==> src/rtl/updn_tmr_pkg.sv <==
package updn_tmr_pkg;

  typedef enum logic [1:0] {
    CM_EDGE     = 2'b00,
    CM_FLAG_DN  = 2'b01,
    CM_FLAG_UP  = 2'b10,
    CM_FLAG_ALL = 2'b11
  } cnt_mode_e;

  // Whether compare logic may set flags in the given direction.
  function automatic logic flag_window(input logic [1:0] m, input logic down);
    case (m)
      CM_FLAG_DN: flag_window = down;
      CM_FLAG_UP: flag_window = ~down;
      default:    flag_window = 1'b1;
    endcase
  endfunction

  function automatic logic is_center(input logic [1:0] m);
    is_center = (m != CM_EDGE);
  endfunction

endpackage

==> src/rtl/updn_period_shadow.sv <==
module updn_period_shadow #(
  parameter int W = 16
) (
  input  logic         clk,
  input  logic         rst_n,
  input  logic         pre_en,
  input  logic [W-1:0] reload_val,
  input  logic         load_evt,
  output logic [W-1:0] eff_per
);

  logic [W-1:0] shadow_q;

  always_ff @(posedge clk or negedge rst_n) begin
    if (!rst_n)        shadow_q <= '0;
    else if (load_evt) shadow_q <= reload_val;
  end

  assign eff_per = pre_en ? shadow_q : reload_val;

  // the staged value moves only on an update event
  assert_shadow_hold_R9: assert property (@(posedge clk) disable iff (!rst_n)
    !load_evt |=> $stable(shadow_q));

  assert_shadow_load_R9: assert property (@(posedge clk) disable iff (!rst_n)
    load_evt |=> shadow_q == $past(reload_val));

endmodule

==> src/rtl/updn_dir_reg.sv <==
module updn_dir_reg (
  input  logic clk,
  input  logic rst_n,
  input  logic center,
  input  logic sw_wr,
  input  logic sw_val,
  input  logic hw_set,
  input  logic hw_val,
  output logic dir_q
);

  always_ff @(posedge clk or negedge rst_n) begin
    if (!rst_n)                dir_q <= 1'b0;
    else if (hw_set)           dir_q <= hw_val;
    else if (sw_wr && !center) dir_q <= sw_val;
  end

  // software cannot move the direction in center-aligned modes
  assert_dir_locked_R5: assert property (@(posedge clk) disable iff (!rst_n)
    (center && !hw_set) |=> $stable(dir_q));

endmodule

==> src/rtl/updn_count_core.sv <==
module updn_count_core #(
  parameter int W = 16
) (
  input  logic         clk,
  input  logic         rst_n,
  input  logic         run,
  input  logic         center,
  input  logic [W-1:0] eff_per,
  input  logic         sw_upd,
  input  logic         cnt_wr,
  input  logic [W-1:0] cnt_wdata,
  input  logic         dir_q,
  output logic [W-1:0] cnt_q,
  output logic         upd_q,
  output logic         dir_set,
  output logic         dir_val,
  output logic         evt
);

  typedef struct packed {
    logic [W-1:0] cnt;
    logic         turn;
    logic         dir;
  } step_t;

  localparam logic [W-1:0] ONE = W'(1);

  function automatic step_t edge_step(input logic [W-1:0] c, input logic [W-1:0] p,
                                      input logic d);
    step_t r;
    r.dir = d;
    if (c >= p) begin
      r.cnt  = '0;
      r.turn = 1'b1;
    end else begin
      r.cnt  = c + ONE;
      r.turn = 1'b0;
    end
    return r;
  endfunction

  function automatic step_t center_step(input logic [W-1:0] c, input logic [W-1:0] p,
                                        input logic d);
    step_t r;
    r.dir  = d;
    r.turn = 1'b0;
    r.cnt  = c;
    if (!d) begin
      if (c == p) begin
        r.turn = 1'b1;
        r.dir  = 1'b1;
        r.cnt  = (p == '0) ? '0 : p - ONE;
      end else begin
        r.cnt = c + ONE;
      end
    end else begin
      if (c == '0) begin
        r.turn = 1'b1;
        r.dir  = 1'b0;
        r.cnt  = (p == '0) ? '0 : ONE;
      end else begin
        r.cnt = c - ONE;
      end
    end
    return r;
  endfunction

  step_t        nxt;
  logic [W-1:0] cnt_d;
  logic         turn;

  always_comb begin
    nxt     = center ? center_step(cnt_q, eff_per, dir_q)
                     : edge_step(cnt_q, eff_per, dir_q);
    cnt_d   = cnt_q;
    turn    = 1'b0;
    dir_set = 1'b0;
    dir_val = dir_q;
    if (sw_upd) begin
      cnt_d = '0;
      if (center) begin
        dir_set = 1'b1;
        dir_val = 1'b0;
      end
    end else if (cnt_wr) begin
      cnt_d = cnt_wdata;
      if (center && cnt_wdata == '0) begin
        dir_set = 1'b1;
        dir_val = 1'b0;
      end else if (center && cnt_wdata == eff_per) begin
        dir_set = 1'b1;
        dir_val = 1'b1;
      end
    end else if (run) begin
      cnt_d = nxt.cnt;
      turn  = nxt.turn;
      if (center) begin
        dir_set = nxt.turn;
        dir_val = nxt.dir;
      end
    end
  end

  assign evt = sw_upd | turn;

  always_ff @(posedge clk or negedge rst_n) begin
    if (!rst_n) begin
      cnt_q <= '0;
      upd_q <= 1'b0;
    end else begin
      cnt_q <= cnt_d;
      upd_q <= evt;
    end
  end

  // edge-aligned wrap lands on zero with an update pulse
  assert_edge_wrap_R2: assert property (@(posedge clk) disable iff (!rst_n)
    (run && !center && !sw_upd && !cnt_wr && cnt_q >= eff_per) |=> (cnt_q == '0 && upd_q));

  // a stopped counter holds
  assert_hold_R2: assert property (@(posedge clk) disable iff (!rst_n)
    (!run && !sw_upd && !cnt_wr) |=> ($stable(cnt_q) && !upd_q));

  // software update clears the count and pulses the update output
  assert_sw_upd_R10: assert property (@(posedge clk) disable iff (!rst_n)
    sw_upd |=> (cnt_q == '0 && upd_q));

endmodule

==> src/rtl/updn_center_timer.sv <==
module updn_center_timer #(
  parameter int W = 16
) (
  input  logic         clk,
  input  logic         rst_n,
  input  logic         run,
  input  logic [1:0]   mode,
  input  logic [W-1:0] reload_val,
  input  logic         pre_en,
  input  logic         dir_wr,
  input  logic         dir_wdata,
  input  logic         sw_upd,
  input  logic         cnt_wr,
  input  logic [W-1:0] cnt_wdata,
  output logic [W-1:0] cnt_q,
  output logic         down_q,
  output logic         upd_evt,
  output logic         cmp_allow
);

  import updn_tmr_pkg::*;

  logic         center;
  logic [W-1:0] eff_per;
  logic         evt;
  logic         hw_dir_set;
  logic         hw_dir_val;

  assign center = is_center(mode);

  updn_period_shadow #(.W(W)) u_shadow (
    .clk        (clk),
    .rst_n      (rst_n),
    .pre_en     (pre_en),
    .reload_val (reload_val),
    .load_evt   (evt),
    .eff_per    (eff_per)
  );

  updn_count_core #(.W(W)) u_core (
    .clk       (clk),
    .rst_n     (rst_n),
    .run       (run),
    .center    (center),
    .eff_per   (eff_per),
    .sw_upd    (sw_upd),
    .cnt_wr    (cnt_wr),
    .cnt_wdata (cnt_wdata),
    .dir_q     (down_q),
    .cnt_q     (cnt_q),
    .upd_q     (upd_evt),
    .dir_set   (hw_dir_set),
    .dir_val   (hw_dir_val),
    .evt       (evt)
  );

  updn_dir_reg u_dir (
    .clk    (clk),
    .rst_n  (rst_n),
    .center (center),
    .sw_wr  (dir_wr),
    .sw_val (dir_wdata),
    .hw_set (hw_dir_set),
    .hw_val (hw_dir_val),
    .dir_q  (down_q)
  );

  assign cmp_allow = flag_window(mode, down_q);

  // counter writes never raise an update event
  assert_wr_no_upd_R8: assert property (@(posedge clk) disable iff (!rst_n)
    (cnt_wr && !sw_upd) |=> !upd_evt);

  // a write above the period leaves the direction alone
  assert_wr_above_R7: assert property (@(posedge clk) disable iff (!rst_n)
    (center && cnt_wr && !sw_upd && cnt_wdata > eff_per) |=> $stable(down_q));

  // top turnaround flips to down with an update pulse
  assert_top_turn_R3: assert property (@(posedge clk) disable iff (!rst_n)
    (center && run && !sw_upd && !cnt_wr && !down_q && cnt_q == eff_per)
      |=> (down_q && upd_evt));

  // bottom turnaround flips to up with an update pulse
  assert_bot_turn_R3: assert property (@(posedge clk) disable iff (!rst_n)
    (center && run && !sw_upd && !cnt_wr && down_q && cnt_q == '0)
      |=> (!down_q && upd_evt));

endmodule

==> config.mk <==
export PLATFORM = sky130hd
export DESIGN_NAME = updn_center_timer
export DESIGN_NICKNAME = d
export VERILOG_FILES = /design/src/rtl/updn_tmr_pkg.sv /design/src/rtl/updn_period_shadow.sv /design/src/rtl/updn_dir_reg.sv /design/src/rtl/updn_count_core.sv /design/src/rtl/updn_center_timer.sv
export SDC_FILE = /design/constraint.sdc
export NUM_CORES = 1
export LEC_CHECK = 0
export BUFFER_PORTS_ARGS = -buffer_cell sky130_fd_sc_hd__clkbuf_2
export CAP_MARGIN = 40
export CORE_MARGIN = 3
export CORE_UTILIZATION = 45
export CTS_BUF_LIST = sky130_fd_sc_hd__clkbuf_16
export CTS_CLUSTER_SIZE = 10
export DETAILED_ROUTE_END_ITERATION = 10
export PLACE_DENSITY = 0.66
export SLEW_MARGIN = 20
export SYNTH_ARGS = -nofsm -noshare
export SYNTH_HDL_FRONTEND = slang
export SYNTH_SLANG_ARGS = --single-unit
==> constraint.sdc <==
create_clock -name clk -period 3.2 [get_ports clk]
set_input_delay 0 -clock clk [delete_from_list [all_inputs] [get_ports clk]]
set_output_delay 0 -clock clk [all_outputs]
set_load 0.01 [all_outputs]
Word-level counts from Yosys, hierarchy flattened
Index checks and enable logic that the tools add are counted.

word-level totals
  output and inout bits = 19
  word-level logic and storage cells = 62
  flip-flop bits (word level) = 34
  input bits = 42

cells by class
  bitwise operators = 2
  multiplexer cells = 33
  $lt $le $gt $ge = 1
  reduce and logical (&&, ||, !) cells = 11
  $add $sub $neg = 3
  equality and inequality tests = 8

operators by type and width
  cell                                                                  count
  16-bit two-way mux                                                    7
  16-bit zero test                                                      3
  18-bit two-way mux                                                    2
  16-bit == test                                                        2
  16-bit by 1-bit subtractor with 16-bit output, second input constant  2
  1-bit two-way mux                                                     20
  17-bit two-way mux                                                    1
  16-bit by 1-bit adder with 16-bit output, second input constant       1
  16-bit >= comparator                                                  1
  3-bit by 2-bit != test with 1-bit output, second input constant       2
  5-bit by 3-bit != test with 1-bit output, second input constant       1
  5-bit AND reduction                                                   1
  2-bit two-way mux                                                     2
  4-bit != test, second input constant                                  1
  2-bit nonzero test                                                    2
  1-bit logical AND                                                     3
  3-bit nonzero test                                                    1
  2-bit by 1-bit == test with 1-bit output, second input constant       1
  2-bit == test, second input constant                                  1
  1-bit case mux with 2 select lines                                    1
  1-bit zero test                                                       1
  1-bit NOT                                                             1
  1-bit OR                                                              1

Depth between registers and ports, before layout
  word-level depth = 12
  mapped depth = 13
  depth with buffers taken out = 9

By module
From an unflattened synthesis, not the netlist that was laid out.

second synthesis, totals
  cells, all modules = 478
  area total of the unflattened synthesis = 3982.6 um2

by module, submodules not included
  module              seq. area each (um2)  instances  cells each  area an instance (um2)
  updn_count_core     425.4                 1          412         2962.8
  updn_period_shadow  400.4                 1          52          898.4
  updn_center_timer   0.0                   1          8           62.6
  updn_dir_reg        25.0                  1          6           58.8

Least setup slack after synthesis
Ideal clock, no wire load.

  path kind = input port to flip-flop
  start = input port pre_en
  end = register u_shadow.shadow_q[10]
  stages on the path = 12
  arrival = 2.830 ns
  setup slack = 0.246 ns
  library setup time = 0.125 ns
  buffers on the path = 4
  required time = 3.075 ns
  cells stage by stage = buf_4 -> buf_6 -> buf_6 -> mux2i_1 -> ha_1 -> a21oi_1 -> o21a_1 -> o22ai_1 -> or4_1 -> a31oi_4 -> buf_4 -> mux2_2

between the ends
  word-level cells in the longest chain between the ends = 9
  elaborated cells on any way between the ends = 11
  those cells by class = order compare (1); eq/ne (1); mux (8); bitwise (1)

ends and longest elaborated chain
  what                                                          RTL line                  RTL
  start, declared                                               updn_center_timer.sv:9    input logic pre_en,
  16-bit two-way mux (*)                                        updn_period_shadow.sv:19  assign eff_per = pre_en ? shadow_q : reload_val;
  branches (longest 3 deep; another with 16-bit >= comparator)  n/a
  18-bit two-way mux (*)                                        updn_count_core.sv:73     nxt = center ? center_step(cnt_q, eff_per, dir_q)
  1-bit two-way mux (*)                                         updn_count_core.sv:94     end else if (run) begin
  1-bit two-way mux (*)                                         updn_count_core.sv:85     end else if (cnt_wr) begin
  1-bit two-way mux (*)                                         updn_count_core.sv:79     if (sw_upd) begin
  1-bit OR (*)                                                  updn_count_core.sv:104    assign evt = sw_upd | turn;
  end signal, assigned                                          updn_period_shadow.sv:16  else if (load_evt) shadow_q <= reload_val;
  end, declared                                                 updn_period_shadow.sv:12  logic [W-1:0] shadow_q;

Mark *: on every way between the ends.
A chain may end at the register's enable or synchronous reset.

Worst setup path after layout
  start = register u_shadow.shadow_q[7]
  end = register u_shadow.shadow_q[7]

between the ends
  word-level cells in the longest chain between the ends = 9
  elaborated cells on any way between the ends = 11
  those cells by class = order compare (1); eq/ne (1); mux (8); bitwise (1)

ends and longest elaborated chain
  what                                                          RTL line
  16-bit two-way mux (*)                                        updn_period_shadow.sv:19
  branches (longest 3 deep; another with 16-bit >= comparator)  n/a
  18-bit two-way mux (*)                                        updn_count_core.sv:73
  1-bit two-way mux (*)                                         updn_count_core.sv:94
  1-bit two-way mux (*)                                         updn_count_core.sv:85
  1-bit two-way mux (*)                                         updn_count_core.sv:79
  1-bit OR (*)                                                  updn_count_core.sv:104

Marks and branches as above.

==> metrics.log <==
[metrics] Std-Cell Core Area: 0.00830 mm^2
[metrics] maximum clock path buffer count: 2
[metrics] largest cells by area after synthesis: sky130_fd_sc_hd__dfrtp_1 (22%), sky130_fd_sc_hd__ha_1 (7.7%), sky130_fd_sc_hd__xnor2_1 (5.4%), sky130_fd_sc_hd__mux2_2 (5.2%), sky130_fd_sc_hd__mux2i_1 (4.4%)
[metrics] Worst Clk Skew: between 0.004 and 0.005 ns
[metrics] number of buffers added for setup after CTS: 0
[metrics] first-pass GRT wire length: about 21 mm
[metrics] Data required, critical path: 3.37 ns
[metrics] antenna cells: 0
[metrics] upper clock frequency limit: 0.346 GHz
[metrics] floorplan row count: 33
[metrics] worst min-delay path category: in2reg
[metrics] Final min period: between 2 and 3 ns
[metrics] antenna-violating nets left: 0
[metrics] placed wire-length estimate after detailed placement: 10.3 mm
[metrics] FF+latch count, synth: 34
[metrics] post-detailed-route wirelength per cell: slightly above 20 um
[metrics] Synth Warn #: 0
[metrics] area occupied by multi-input gates: 0.00281 mm^2
[metrics] CTS HTree Levels: 2
[metrics] global-route congestion overflow total: 0
[metrics] Total GRT Usage: 26.8%
[metrics] PnR Total Power: about 1.8 mW
[metrics] number of setup violations in the final report: 0
[metrics] register area: 851 um^2
[metrics] maximum number of pins on one net before global-route repair: 31
[metrics] Stages on worst setup path: 9
[metrics] worst slack, placed: approximately 0.21 ns
[metrics] cell type contributing the most total cell area after synthesis: sky130_fd_sc_hd__dfrtp_1
[metrics] layout overhead on the synthesized area: 23.0%
[metrics] cell depth of the worst hold path: 2
[metrics] largest fanout of any net on the critical path: 17
[metrics] post-route fraction of the period consumed by the critical path: approximately nine tenths
[metrics] pin slew with the least headroom to its limit: ~0.84 ns
[metrics] share of the yosys chip area belonging to registers: a little over a fifth
[metrics] port bufs: 60
[metrics] most used flip-flop cell after synthesis: sky130_fd_sc_hd__dfrtp_1
[metrics] max-slew violation total from the final report: 0
[metrics] clock edge transition at the registers on the reported setup and hold paths: ~0.060 ns
[metrics] static leakage power: 1.99 nW
[metrics] initial core utilization: between 40 and 50%
[metrics] Critical Path Max Stage Delay: ~0.57 ns
[metrics] number of iterations in the first detailed-routing pass: 6
[metrics] fill cell instance count of the final layout: 780
[metrics] Synth top area share: between 20% and 30%
[metrics] overall routed net length: roughly 13 mm
[metrics] accumulated negative setup slack: 0 ns
[metrics] initial antenna violation count: 0
[metrics] TritonCTS clock tree: yes
[metrics] share of final-layout standard cells stronger than drive strength 1: 27.8%
[metrics] Detailed Route Iter0 Violations: a little under 400
[metrics] die span in x: roughly 100 um
[metrics] top-level port count: 61
[metrics] Avg Inst Size Synth: slightly below 9 um^2
[metrics] crit end category: register
[metrics] number of standard cells after synthesis: 448
[metrics] via count of the routed design: approximately 4,000
[metrics] TritonCTS Buffers: 5
[metrics] RSZ-0062 raised after global routing: no
[metrics] Crit Path Class: reg2reg
[metrics] Distinct cells, synth: 73
[metrics] Skew-Pair Late Insertion Delay: around 0.28 ns
[metrics] DRC errors left: 0
[metrics] cell breakdown of the critical path: mux2i_1 > ha_1 > a21oi_1 > o21a_1 > o22ai_1 > or4_1 > a31oi_4 > buf_12 > mux2_2
[metrics] share of flip-flops with an asynchronous set or reset after synthesis: 100%
[metrics] height of the die: between 90 and 100 um
[metrics] total power divided by cell area: 376 mW/mm^2
[metrics] MaxCap Viol Count: 0
[metrics] net count after synthesis: 514
[metrics] Reg2Reg Depth: 9
[metrics] total number of nets in the final design: 611
[metrics] most repeated cell in the gate-level netlist after synthesis: sky130_fd_sc_hd__dfrtp_1
[metrics] run status: completed
[metrics] number of failing hold endpoints at the final stage: 0
[metrics] Cell Area, Synth: 0.00390 mm^2
[metrics] normalized max-slew margin: a little over two fifths
[metrics] number of clock sinks: 34
[metrics] count of flip-flops with a built-in enable after synthesis: 0
[metrics] buffering stage count on the worst path with inverters included: 1
[metrics] Routability Congestion: about 0.99
[metrics] family with the most delay on the worst path: multiplexers
[metrics] CP Launch Type: register
[metrics] via count normalized by instance count: approximately 6.3
[metrics] ranking of synthesized cells by instance count: sky130_fd_sc_hd__dfrtp_1 (34), sky130_fd_sc_hd__nor2_1 (32), sky130_fd_sc_hd__ha_1 (24), sky130_fd_sc_hd__xnor2_1 (24)
[metrics] Worst path slowest cell: sky130_fd_sc_hd__or4_1
[metrics] vias in the first global route: 3,889
[metrics] peak ir drop on the vdd network: approximately 0.19 mV
[metrics] cell at the root of the clock tree: sky130_fd_sc_hd__clkbuf_16
[metrics] die outline area: a little under 0.01 mm^2
[metrics] critical path data arrival time: just over 3 ns
[metrics] final worst slack: 0.311 ns
[metal layers]
metal / part of all wire [%] / GRT usage (%)
met5: 0 / 0
met2: 46 / 42.6
met1: 43 / 36.9
met4: 2.9 / 8.09
met3: 8.1 / 5.02
[worst register-to-register path, delay by kind of cell, from the launching register on]
| family | cells | cell delay, ns |
|---|---|---|
| buffers and inverters | 1 | 0.18 |
| multiplexers | 2 | 0.66 |
| AO/OA/AOI/OAI | 4 | 0.62 |
| AND/OR/NAND/NOR | 1 | 0.57 |
| adder cells (fa/ha/maj) | 1 | 0.33 |
| flip-flops | 1 | 0.41 |
[path summary, 6_finish.rpt]
kind	from	end	slack (ns)
worst max-delay path	u_shadow.shadow_q[7]$_DFFE_PN0P_	u_shadow.shadow_q[7]$_DFFE_PN0P_	0.31
min in group asynchronous	rst_n	u_core.upd_q$_DFF_PN0_	0.24
worst min-delay path	reload_val[2]	u_shadow.shadow_q[2]$_DFFE_PN0P_	0.008
worst max register to register	u_shadow.shadow_q[7]$_DFFE_PN0P_	u_shadow.shadow_q[7]$_DFFE_PN0P_	0.31
max in group asynchronous	rst_n	u_core.cnt_q[3]$_DFFE_PN0P_	2.48
worst min register to register	u_shadow.shadow_q[11]$_DFFE_PN0P_	u_shadow.shadow_q[11]$_DFFE_PN0P_	0.55
[power breakdown]
group	leakage [nW]	internal [mW]	switching [mW]
logic	1.50	0.341	0.440
registers	0.423	0.476	0.0572
clock network	0.0672	0.285	0.205
[placed cells by master, fill, tap and decap left out, types with 7 or more instances in the layout]
cell                            netlist  final
sky130_fd_sc_hd__clkbuf_2             0     60
sky130_fd_sc_hd__buf_4                2     39
sky130_fd_sc_hd__dfrtp_1             34     34
sky130_fd_sc_hd__nor2_1              32     32
sky130_fd_sc_hd__xnor2_1             24     24
sky130_fd_sc_hd__ha_1                24     24
sky130_fd_sc_hd__nand2_1             23     23
sky130_fd_sc_hd__nor3_1              23     22
sky130_fd_sc_hd__nor4_1              20     20
sky130_fd_sc_hd__mux2_2              18     18
sky130_fd_sc_hd__mux2i_1             17     17
sky130_fd_sc_hd__inv_1               17     17
sky130_fd_sc_hd__o21ai_0             17     17
sky130_fd_sc_hd__nand3_1             17     17
sky130_fd_sc_hd__a21oi_1             15     15
sky130_fd_sc_hd__dlygate4sd3_1        0     13
sky130_fd_sc_hd__xor2_1              12     12
sky130_fd_sc_hd__o211ai_1            11     11
sky130_fd_sc_hd__nand4_1              9      9
sky130_fd_sc_hd__a221oi_1             9      9
sky130_fd_sc_hd__a31oi_1              7      7
[sequential cells by signal (all words and copies together) (netlist names)]
signal / cells
u_core.cnt_q: 16
u_core.upd_q: 1
u_shadow.shadow_q: 16
u_dir.dir_q: 1
[final cells by class]
class                      instances  share of cell area (%)
multi-input combinational        372                    58.7
sequential                        34                    17.8
timing repair buffer             115                    16.5
tap                              105                    2.74
clock buffer                       5                    2.61
inverter                          17                    1.33
clock inverter                     3                   0.339
[metrics by stage]
stage	area (um^2)	hold WS, ns	util (%)	instances
2_1_floorplan	3900	-0.296	-	448
3_3_place_gp	4490	0.182	54.1	629
3_5_place_dp	4520	0.00847	54.5	630
4_1_cts	4790	0.00454	57.7	651
5_1_grt	4790	0.0310	57.7	651
6_report	4790	0.00763	57.7	651
[kinds of logic (layout without fill, tap and decap cells)]
logic type | after synthesis | in the layout | share of synthesized area [%]
mux | 37 | 37 | 10.3
flops | 34 | 34 | 21.8
simple gates | 166 | 166 | 24.6
buf+inv | 42 | 140 | 6.26
compound gates | 109 | 109 | 21.2
fa+ha+maj | 24 | 24 | 7.71
xor+xnor | 36 | 36 | 8.09
[repair_timing]
item	CTS	global route
hold buffers	13	0
gates resized for setup	0	0
setup endpoints to repair	0	0
endpoints found under the hold margin	29	0
Power figures use the tool's default switching activity.
